--- src/rtl/disp_addr_pkg.sv ---
package disp_addr_pkg;
  typedef enum logic [1:0] {
    MODE_ONE   = 2'd0,
    MODE_TWO   = 2'd1,
    MODE_THREE = 2'd2
  } disp_mode_e;
endpackage

--- src/rtl/disp_mode_decode.sv ---
module disp_mode_decode
  import disp_addr_pkg::*;
(
  input  logic       strap_three_line,
  input  logic       two_line,
  output disp_mode_e mode
);
  always_comb begin
    if (two_line && strap_three_line) mode = MODE_THREE;
    else if (two_line)                mode = MODE_TWO;
    else                              mode = MODE_ONE;
  end
endmodule

--- src/rtl/disp_shift_offset.sv ---
module disp_shift_offset
  import disp_addr_pkg::*;
#(
  parameter int LEN_ONE   = 80,
  parameter int LEN_TWO   = 40,
  parameter int LEN_THREE = 16,
  parameter int OFF_W     = $clog2(LEN_ONE)
) (
  input  logic             clk,
  input  logic             rst_n,
  input  disp_mode_e       mode_d,
  input  logic             shift_left,
  input  logic             shift_right,
  input  logic             home,
  output disp_mode_e       mode_q,
  output logic [OFF_W-1:0] offset,
  output logic [OFF_W-1:0] line_len
);
  localparam logic [OFF_W-1:0] L1 = OFF_W'(LEN_ONE);
  localparam logic [OFF_W-1:0] L2 = OFF_W'(LEN_TWO);
  localparam logic [OFF_W-1:0] L3 = OFF_W'(LEN_THREE);

  always_comb begin
    case (mode_q)
      MODE_TWO:   line_len = L2;
      MODE_THREE: line_len = L3;
      default:    line_len = L1;
    endcase
  end

  always_ff @(posedge clk) begin
    if (!rst_n) begin
      mode_q <= MODE_ONE;
      offset <= '0;
    end else begin
      mode_q <= mode_d;
      if (home || (mode_d != mode_q)) begin
        offset <= '0;
      end else if (shift_left && !shift_right) begin
        offset <= (offset == line_len - 1'b1) ? '0 : offset + 1'b1;
      end else if (shift_right && !shift_left) begin
        offset <= (offset == '0) ? line_len - 1'b1 : offset - 1'b1;
      end
    end
  end
endmodule

--- src/rtl/disp_addr_calc.sv ---
module disp_addr_calc
  import disp_addr_pkg::*;
#(
  parameter int LEN_ONE    = 80,
  parameter int LEN_TWO    = 40,
  parameter int LEN_THREE  = 16,
  parameter int SECOND_BASE = 64,
  parameter int BLOCK_STEP = 16,
  parameter int LINE_W     = 2,
  parameter int COL_W      = 7,
  parameter int ADDR_W     = 7,
  parameter int OFF_W      = $clog2(LEN_ONE)
) (
  input  disp_mode_e        mode,
  input  logic [LINE_W-1:0] line,
  input  logic [COL_W-1:0]  col,
  input  logic [OFF_W-1:0]  offset,
  input  logic [OFF_W-1:0]  line_len,
  output logic [ADDR_W-1:0] addr
);
  localparam int SUM_W = OFF_W + 1;

  logic [OFF_W-1:0]  col_fold;
  logic [SUM_W-1:0]  sum_raw;
  logic [OFF_W-1:0]  pos;
  logic [ADDR_W-1:0] base;

  always_comb begin
    case (mode)
      MODE_TWO:   col_fold = OFF_W'(col % COL_W'(LEN_TWO));
      MODE_THREE: col_fold = OFF_W'(col % COL_W'(LEN_THREE));
      default:    col_fold = OFF_W'(col % COL_W'(LEN_ONE));
    endcase
  end

  always_comb begin
    sum_raw = {1'b0, col_fold} + {1'b0, offset};
    if (sum_raw >= {1'b0, line_len}) pos = OFF_W'(sum_raw - {1'b0, line_len});
    else                             pos = OFF_W'(sum_raw);
  end

  always_comb begin
    base = '0;
    case (mode)
      MODE_TWO:   if (line == LINE_W'(1)) base = ADDR_W'(SECOND_BASE);
      MODE_THREE: if (line < LINE_W'(3))  base = ADDR_W'(int'(line) * BLOCK_STEP);
      default:    base = '0;
    endcase
  end

  assign addr = base + ADDR_W'(pos);
endmodule

--- src/rtl/disp_addr_mapper.sv ---
module disp_addr_mapper
  import disp_addr_pkg::*;
#(
  parameter int LEN_ONE     = 80,
  parameter int LEN_TWO     = 40,
  parameter int LEN_THREE   = 16,
  parameter int SECOND_BASE = 64,
  parameter int BLOCK_STEP  = 16,
  parameter int LINE_W      = 2,
  parameter int COL_W       = 7,
  parameter int ADDR_W      = 7
) (
  input  logic              clk,
  input  logic              rst_n,
  input  logic              strap_three_line,
  input  logic              two_line,
  input  logic              shift_left,
  input  logic              shift_right,
  input  logic              home,
  input  logic              req_valid,
  output logic              req_ready,
  input  logic [LINE_W-1:0] req_line,
  input  logic [COL_W-1:0]  req_col,
  output logic              out_valid,
  input  logic              out_ready,
  output logic [ADDR_W-1:0] out_addr
);
  localparam int OFF_W = $clog2(LEN_ONE);

  disp_mode_e        mode_d;
  disp_mode_e        mode_q;
  logic [OFF_W-1:0]  off_q;
  logic [OFF_W-1:0]  line_len;
  logic [ADDR_W-1:0] addr_next;
  logic              take;

  disp_mode_decode u_decode (
    .strap_three_line (strap_three_line),
    .two_line         (two_line),
    .mode             (mode_d)
  );

  disp_shift_offset #(
    .LEN_ONE(LEN_ONE), .LEN_TWO(LEN_TWO), .LEN_THREE(LEN_THREE), .OFF_W(OFF_W)
  ) u_offset (
    .clk         (clk),
    .rst_n       (rst_n),
    .mode_d      (mode_d),
    .shift_left  (shift_left),
    .shift_right (shift_right),
    .home        (home),
    .mode_q      (mode_q),
    .offset      (off_q),
    .line_len    (line_len)
  );

  disp_addr_calc #(
    .LEN_ONE(LEN_ONE), .LEN_TWO(LEN_TWO), .LEN_THREE(LEN_THREE),
    .SECOND_BASE(SECOND_BASE), .BLOCK_STEP(BLOCK_STEP),
    .LINE_W(LINE_W), .COL_W(COL_W), .ADDR_W(ADDR_W), .OFF_W(OFF_W)
  ) u_calc (
    .mode     (mode_q),
    .line     (req_line),
    .col      (req_col),
    .offset   (off_q),
    .line_len (line_len),
    .addr     (addr_next)
  );

  assign req_ready = !out_valid || out_ready;
  assign take      = req_valid && req_ready;

  always_ff @(posedge clk) begin
    if (!rst_n) begin
      out_valid <= 1'b0;
      out_addr  <= '0;
    end else if (take) begin
      out_valid <= 1'b1;
      out_addr  <= addr_next;
    end else if (out_ready) begin
      out_valid <= 1'b0;
    end
  end
endmodule

--- config.mk ---
export PLATFORM = sky130hd
export DESIGN_NAME = disp_addr_mapper
export DESIGN_NICKNAME = d
export VERILOG_FILES = /design/src/rtl/disp_addr_pkg.sv /design/src/rtl/disp_mode_decode.sv /design/src/rtl/disp_shift_offset.sv /design/src/rtl/disp_addr_calc.sv /design/src/rtl/disp_addr_mapper.sv
export SDC_FILE = /design/constraint.sdc
export NUM_CORES = 1
export LEC_CHECK = 0
export ABC_CLOCK_PERIOD_IN_PS = 7000
export CELL_PAD_IN_SITES_DETAIL_PLACEMENT = 0
export CELL_PAD_IN_SITES_GLOBAL_PLACEMENT = 1
export CORE_ASPECT_RATIO = 1.4
export CORE_MARGIN = 3
export CORE_UTILIZATION = 37
export CTS_CLUSTER_DIAMETER = 50
export DETAILED_ROUTE_END_ITERATION = 10
export GPL_TIMING_DRIVEN = 0
export HOLD_SLACK_MARGIN = 0.08
export PLACE_DENSITY = 0.72
export SYNTH_ARGS = -nofsm -noshare
export SYNTH_HDL_FRONTEND = slang
export SYNTH_SLANG_ARGS = --single-unit
--- constraint.sdc ---
create_clock -name clk -period 7 [get_ports clk]
set_input_delay 1.75 -clock clk [delete_from_list [all_inputs] [get_ports clk]]
set_output_delay 1.75 -clock clk [all_outputs]
set_load 0.01 [all_outputs]
# Word-level counts from Yosys, hierarchy flattened
# Index checks and enable logic that the tools add are counted.
# word_totals
reg_bits	17
in_bits	18
out_inout_bits	9
# classes
add_sub_neg	6
n_div	2
magnitude_cmp	2
eq_ne	5
muxes	14
n_bitwise	1
n_reduce_logical	13
# ops
op	count
$mux 7	6
$pmux 7 s2	3
$sub 7x1->7 const B	2
$add 7x7->8	1
$ge 8x7->1	1
$add 7x1->7 const B	1
$add 7x7->7	1
$eq 7x7->1	1
$logic_not 7->1	1
$mod 7x6->7 const B	1
$mod 7x7->7 const B	1
$sub 7x7->7	1
$mux 6	1
$eq 2x1->1 const B	2
$logic_and 1x1->1	4
$reduce_bool 2->1	2
$logic_not 1->1	3
$mux 1	3
$eq 2x2->1 const B	1
$logic_or 1x1->1	2
$lt 2x2->1 const B	1
$mux 2	1
$ne 2x2->1	1
$reduce_or 2->1	1
$not 1->1	1

# Logic depth before layout (Yosys ltp)
# logic_depth
ltp_word	6
ltp_mapped	36

# Cells and area by module
# A second synthesis with hierarchy kept.
# hier_totals
cells_unflattened	303
area_unflattened_um2	2484.9
# by_module_without_submodules
mod	instances	cells_each	area_per_inst_um2
disp_addr_calc	1	158	1285.0
disp_shift_offset	1	108	850.8
disp_addr_mapper	1	35	332.8
disp_mode_decode	1	2	16.3

# Worst setup path after synthesis
# Ideal clock, no wire load.
# synth_path
path_type	in2reg
start	input port req_col[6]
end	register out_addr[6]
setup_ns	0.088
t_arrival_ns	7.450
t_required_ns	6.912
slack_ns	-0.538
path_stages	32
cell_sequence	ha_1 nand2_1 nor3_1 a31oi_1 ha_1 a21oi_1 o21ai_1 a21boi_0 or2_2 ha_1 o21ai_0 nand2b_1 a21oi_1 a21o_1 o21ai_0 o31ai_1 ha_1 o21a_1 o31a_1 a21oi_1 ha_1 nor2b_1 o31a_1 nor3_2 nand2_1 mux2_2 ha_1 inv_1 fa_1 xor2_1 o21a_1 o32ai_2
# synth_between
elab_chain_cells	6
# synth_lines
element	line_no	text
start: declaration	disp_addr_mapper.sv:23	input logic [COL_W-1:0] req_col,
$mod 7x7->7 / $mod 7x6->7 (equally long branches)	disp_addr_calc.sv:32, disp_addr_calc.sv:30	
$pmux 7 s2 *	disp_addr_calc.sv:29	case (mode)
$add 7x7->8 *	disp_addr_calc.sv:37	sum_raw = {1'b0, col_fold} + {1'b0, offset};
$sub 7x7->7 / $ge 8x7->1 (equally long branches)	disp_addr_calc.sv:38	if (sum_raw >= {1'b0, line_len}) pos = OFF_W'(sum_raw - {1'b0, line_len});
$mux 7 *	disp_addr_calc.sv:38	
$add 7x7->7 *	disp_addr_calc.sv:51	assign addr = base + ADDR_W'(pos);
end signal: assignment	disp_addr_mapper.sv:79	out_addr <= addr_next;
end: declaration	disp_addr_mapper.sv:26	output logic [ADDR_W-1:0] out_addr
# Mark *: on every way between the ends. The rest lies on a longest branch, timed or not.
# A chain may end at the register's enable or synchronous reset.

# Worst setup path in the final report
# Ends and elaborated chain as after synthesis.

==> impl_metrics.env <==
export IMPL_status="complete, but fails checks"
export IMPL_violations="setup timing"
export IMPL_ys_warn_count=0
export IMPL_cts_reportedPaths_clkPinSlew_ps=70
export IMPL_yosysTopAreaCellShare_pct=17.36
export IMPL_max_stage_delay_ps=400
export IMPL_die_y_microns=92.13
export IMPL_max_freq_mhz=135.1
export IMPL_cts_buffers=3
export IMPL_final_seq_area_sq_um=340.3
export IMPL_synth_top_area_cell="dfxtp_1"
export IMPL_crit_buf_inv=4
export IMPL_grt_start_max_net_pins=15
export IMPL_hp_class="reg -> reg"
export IMPL_p_leak_nw=1.101
export IMPL_setup_worst_path_start_class="input port"
export IMPL_min_delay_path_depth=2
export IMPL_synth_nets=285
export IMPL_grt_overflow=0
export IMPL_power_density_nw_per_um2=152.9
export IMPL_finalSetupViolCount=2
export IMPL_clockRootBuffer="clkbuf_8"
export IMPL_drt_first_pass_iters=4
export IMPL_drc=0
export IMPL_rsz0062_at_grt="yes"
export IMPL_die_area_sq_um=6221
export IMPL_hpwl_mm=3.809
export IMPL_synth_seq_area_share_pct=17.36
export IMPL_dr_total_vias=1882
export IMPL_ir_drop_mv=0.1307
export IMPL_final_util_pct=54.09
export IMPL_hold_ws_ps=498.9
export IMPL_worst_slack_ps=-401.1
export IMPL_multi_input_area_sq_um=1718
export IMPL_synthesis_instances=238
export IMPL_clock_latency_ps=260
export IMPL_start_util_pct=39.27
export IMPL_viasPerCell=5.331
export IMPL_die_w_microns=67.52
export IMPL_ys_flop_type="dfxtp_1"
export IMPL_io_pins=27
export IMPL_regToRegSetupSlack_ps=-160
export IMPL_synth_cell_types=59
export IMPL_synth_edf_count=0
export IMPL_drv_cap=0
export IMPL_cp_data_arrival_time_ps=7570
export IMPL_critPathSlowestCell="ha_2"
export IMPL_period_share_pct=105.7
export IMPL_drt_wl_total_mm=5.190
export IMPL_synthTopCellsByCount="ha_1, nor2_1, inv_1, dfxtp_1, a21oi_1"
export IMPL_h_tree_depth=1
export IMPL_syn2layout_area_growth_pct=37.72
export IMPL_required_ps=7170
export IMPL_wl_per_cell_microns=14.70
export IMPL_cpMostUsedCell="ha_4"
export IMPL_cts_tree="built"
export IMPL_coreArea_sq_um=4992
export IMPL_syn_avg_cell_area_sq_um=8.238
export IMPL_gp_congestion=0.8051
export IMPL_nets=337
export IMPL_slew_viol_final=0
export IMPL_worst_path_max_fanout=5
export IMPL_antenna_left=0
export IMPL_critPathTopFamily="adder cells"
export IMPL_drt_iter0_drc=33
export IMPL_antenna_found_initial=0
export IMPL_grt_pass1_wl_mm=8.500
export IMPL_synth_seq_cells=17
export IMPL_rows=30
export IMPL_postSynth_asyncResetShare_pct=0
export IMPL_r2r_cells=35
export IMPL_worst_pin_slew_ps=563.2
export IMPL_fin_crit_ps=7401
export IMPL_worstSetupPathType="in -> reg"
export IMPL_cts_buffer_depth=2
export IMPL_grt_pass1_vias=1873
export IMPL_portBuffers=26
export IMPL_drive_gt1_share_pct=27.68
export IMPL_cts_sinks=17
export IMPL_n_fill_cell=474
export IMPL_p_total_w=0.0004129
export IMPL_yosysMostFrequentCell="ha_1"
export IMPL_path_depth=32
export IMPL_antenna_cells=0
export IMPL_hold_violations=0
export IMPL_clock_skew_ps=5.252
export IMPL_synthTopCellsByArea="dfxtp_1, ha_1, mux2i_1"
export IMPL_synth_area_sq_um=1961
export IMPL_track_usage_pct=17.36
export IMPL_cp_end_kind="flip-flop"
export IMPL_relSlewSlack_pct=62.45
==> cell families (layout without fill, tap and decap cells) <==
group / Yosys count / after routing / synth area share, %
xor+xnor: 15 / 15 / 6.701
fa+ha+maj: 29 / 29 / 19.66
simple gates: 77 / 77 / 22.02
buf+inv: 27 / 78 / 5.743
mux: 12 / 12 / 6.509
flops: 17 / 17 / 17.36
compound gates: 61 / 61 / 22.02
==> placed cells by master (no fill, tap or decap), types with 4 or more instances in the layout <==
cell type        Yosys  layout
nand2b_1             4       4
nor2_1              24      24
o21ai_0             11       9
buf_2                3       8
ha_4                 0       6
nand2_1              9       7
nor2b_1              4       4
xnor2_1              9       9
dfxtp_1             17      17
o21a_1               4       4
ha_1                26      18
a21oi_1             12       9
buf_4                0      20
xor2_1               6       5
clkdlybuf4s50_1      0      19
mux2i_1              9       8
inv_1               20      19
and3_1               4       4
nand3_1              5       5
==> report_power, final <==
group,switching [W],total [W],internal [W]
logic,0.000108,0.000227,0.000119
registers,0.00000518,0.000109,0.000104
clock network,0.0000370,0.0000766,0.0000396
total,0.000151,0.000413,0.000262
==> worst min-delay path, delay by kind of cell, from the launching register on <==
| kind | cells | cell delay, ps |
|---|---|---|
| AND/OR/NAND/NOR | 1 | 70 |
| multiplexers | 1 | 60 |
| flip-flops | 1 | 330 |
==> path summary, 6_finish.rpt <==
| path | startpoint | end |
|---|---|---|
| min reg2reg | out_addr[4] | out_addr[4] |
| min | out_addr[4] | out_addr[4] |
| max | req_col[6] | out_addr[6] |
| max reg2reg | u_offset.mode_q[0] | out_addr[6] |
==> layer usage <==
metal  routed length, microns  vias up  share of wire, %  track usage, %
li1                         -      964                 -               -
met1                     2264      887                44           20.47
met2                     2810       27                54           32.66
met3                       83        4               1.6           1.716
met4                       32        0              0.62           3.046
met5                        0        -                 0               0
==> sequential cells by signal, indices dropped and copies added, names as in the netlist <==
| name | count |
|---|---|
| u_offset.offset | 7 |
| u_offset.mode_q | 2 |
| out_addr | 7 |
| out_valid | 1 |
==> final cells by class <==
class	count	share of cell area [%]
sequential	17	12.60
clock inverter	1	0.1854
inverter	20	2.780
multi-input combinational	194	63.62
buffer	7	1.390
clock buffer	3	1.529
tap	64	2.966
timing repair buffer	47	14.92
==> metrics by stage <==
step                      worst slack, ps  TNS (ps)  cell area, sq um  cells
final                              -401.1    -687.2              2700    353
after floorplan                    -166.6    -315.5              2100    238
after global placement              -1403     -4314              2440    328
after CTS                          -357.7    -589.3              2660    349
after detailed placement            -1436     -4452              2440    328
after global routing               -689.9     -1484              2700    353
==> timing repair <==
| action | CTS | global route |
|---|---|---|
| pin swaps | 22 | 16 |
| setup buffers | 17 | 4 |
| hold buffers | 0 | 0 |
| resized for setup | 41 | 5 |
| endpoints found under the hold margin | 0 | 0 |
| endpoints found under the setup margin | 4 | 4 |
Power figures use the tool's default switching activity.
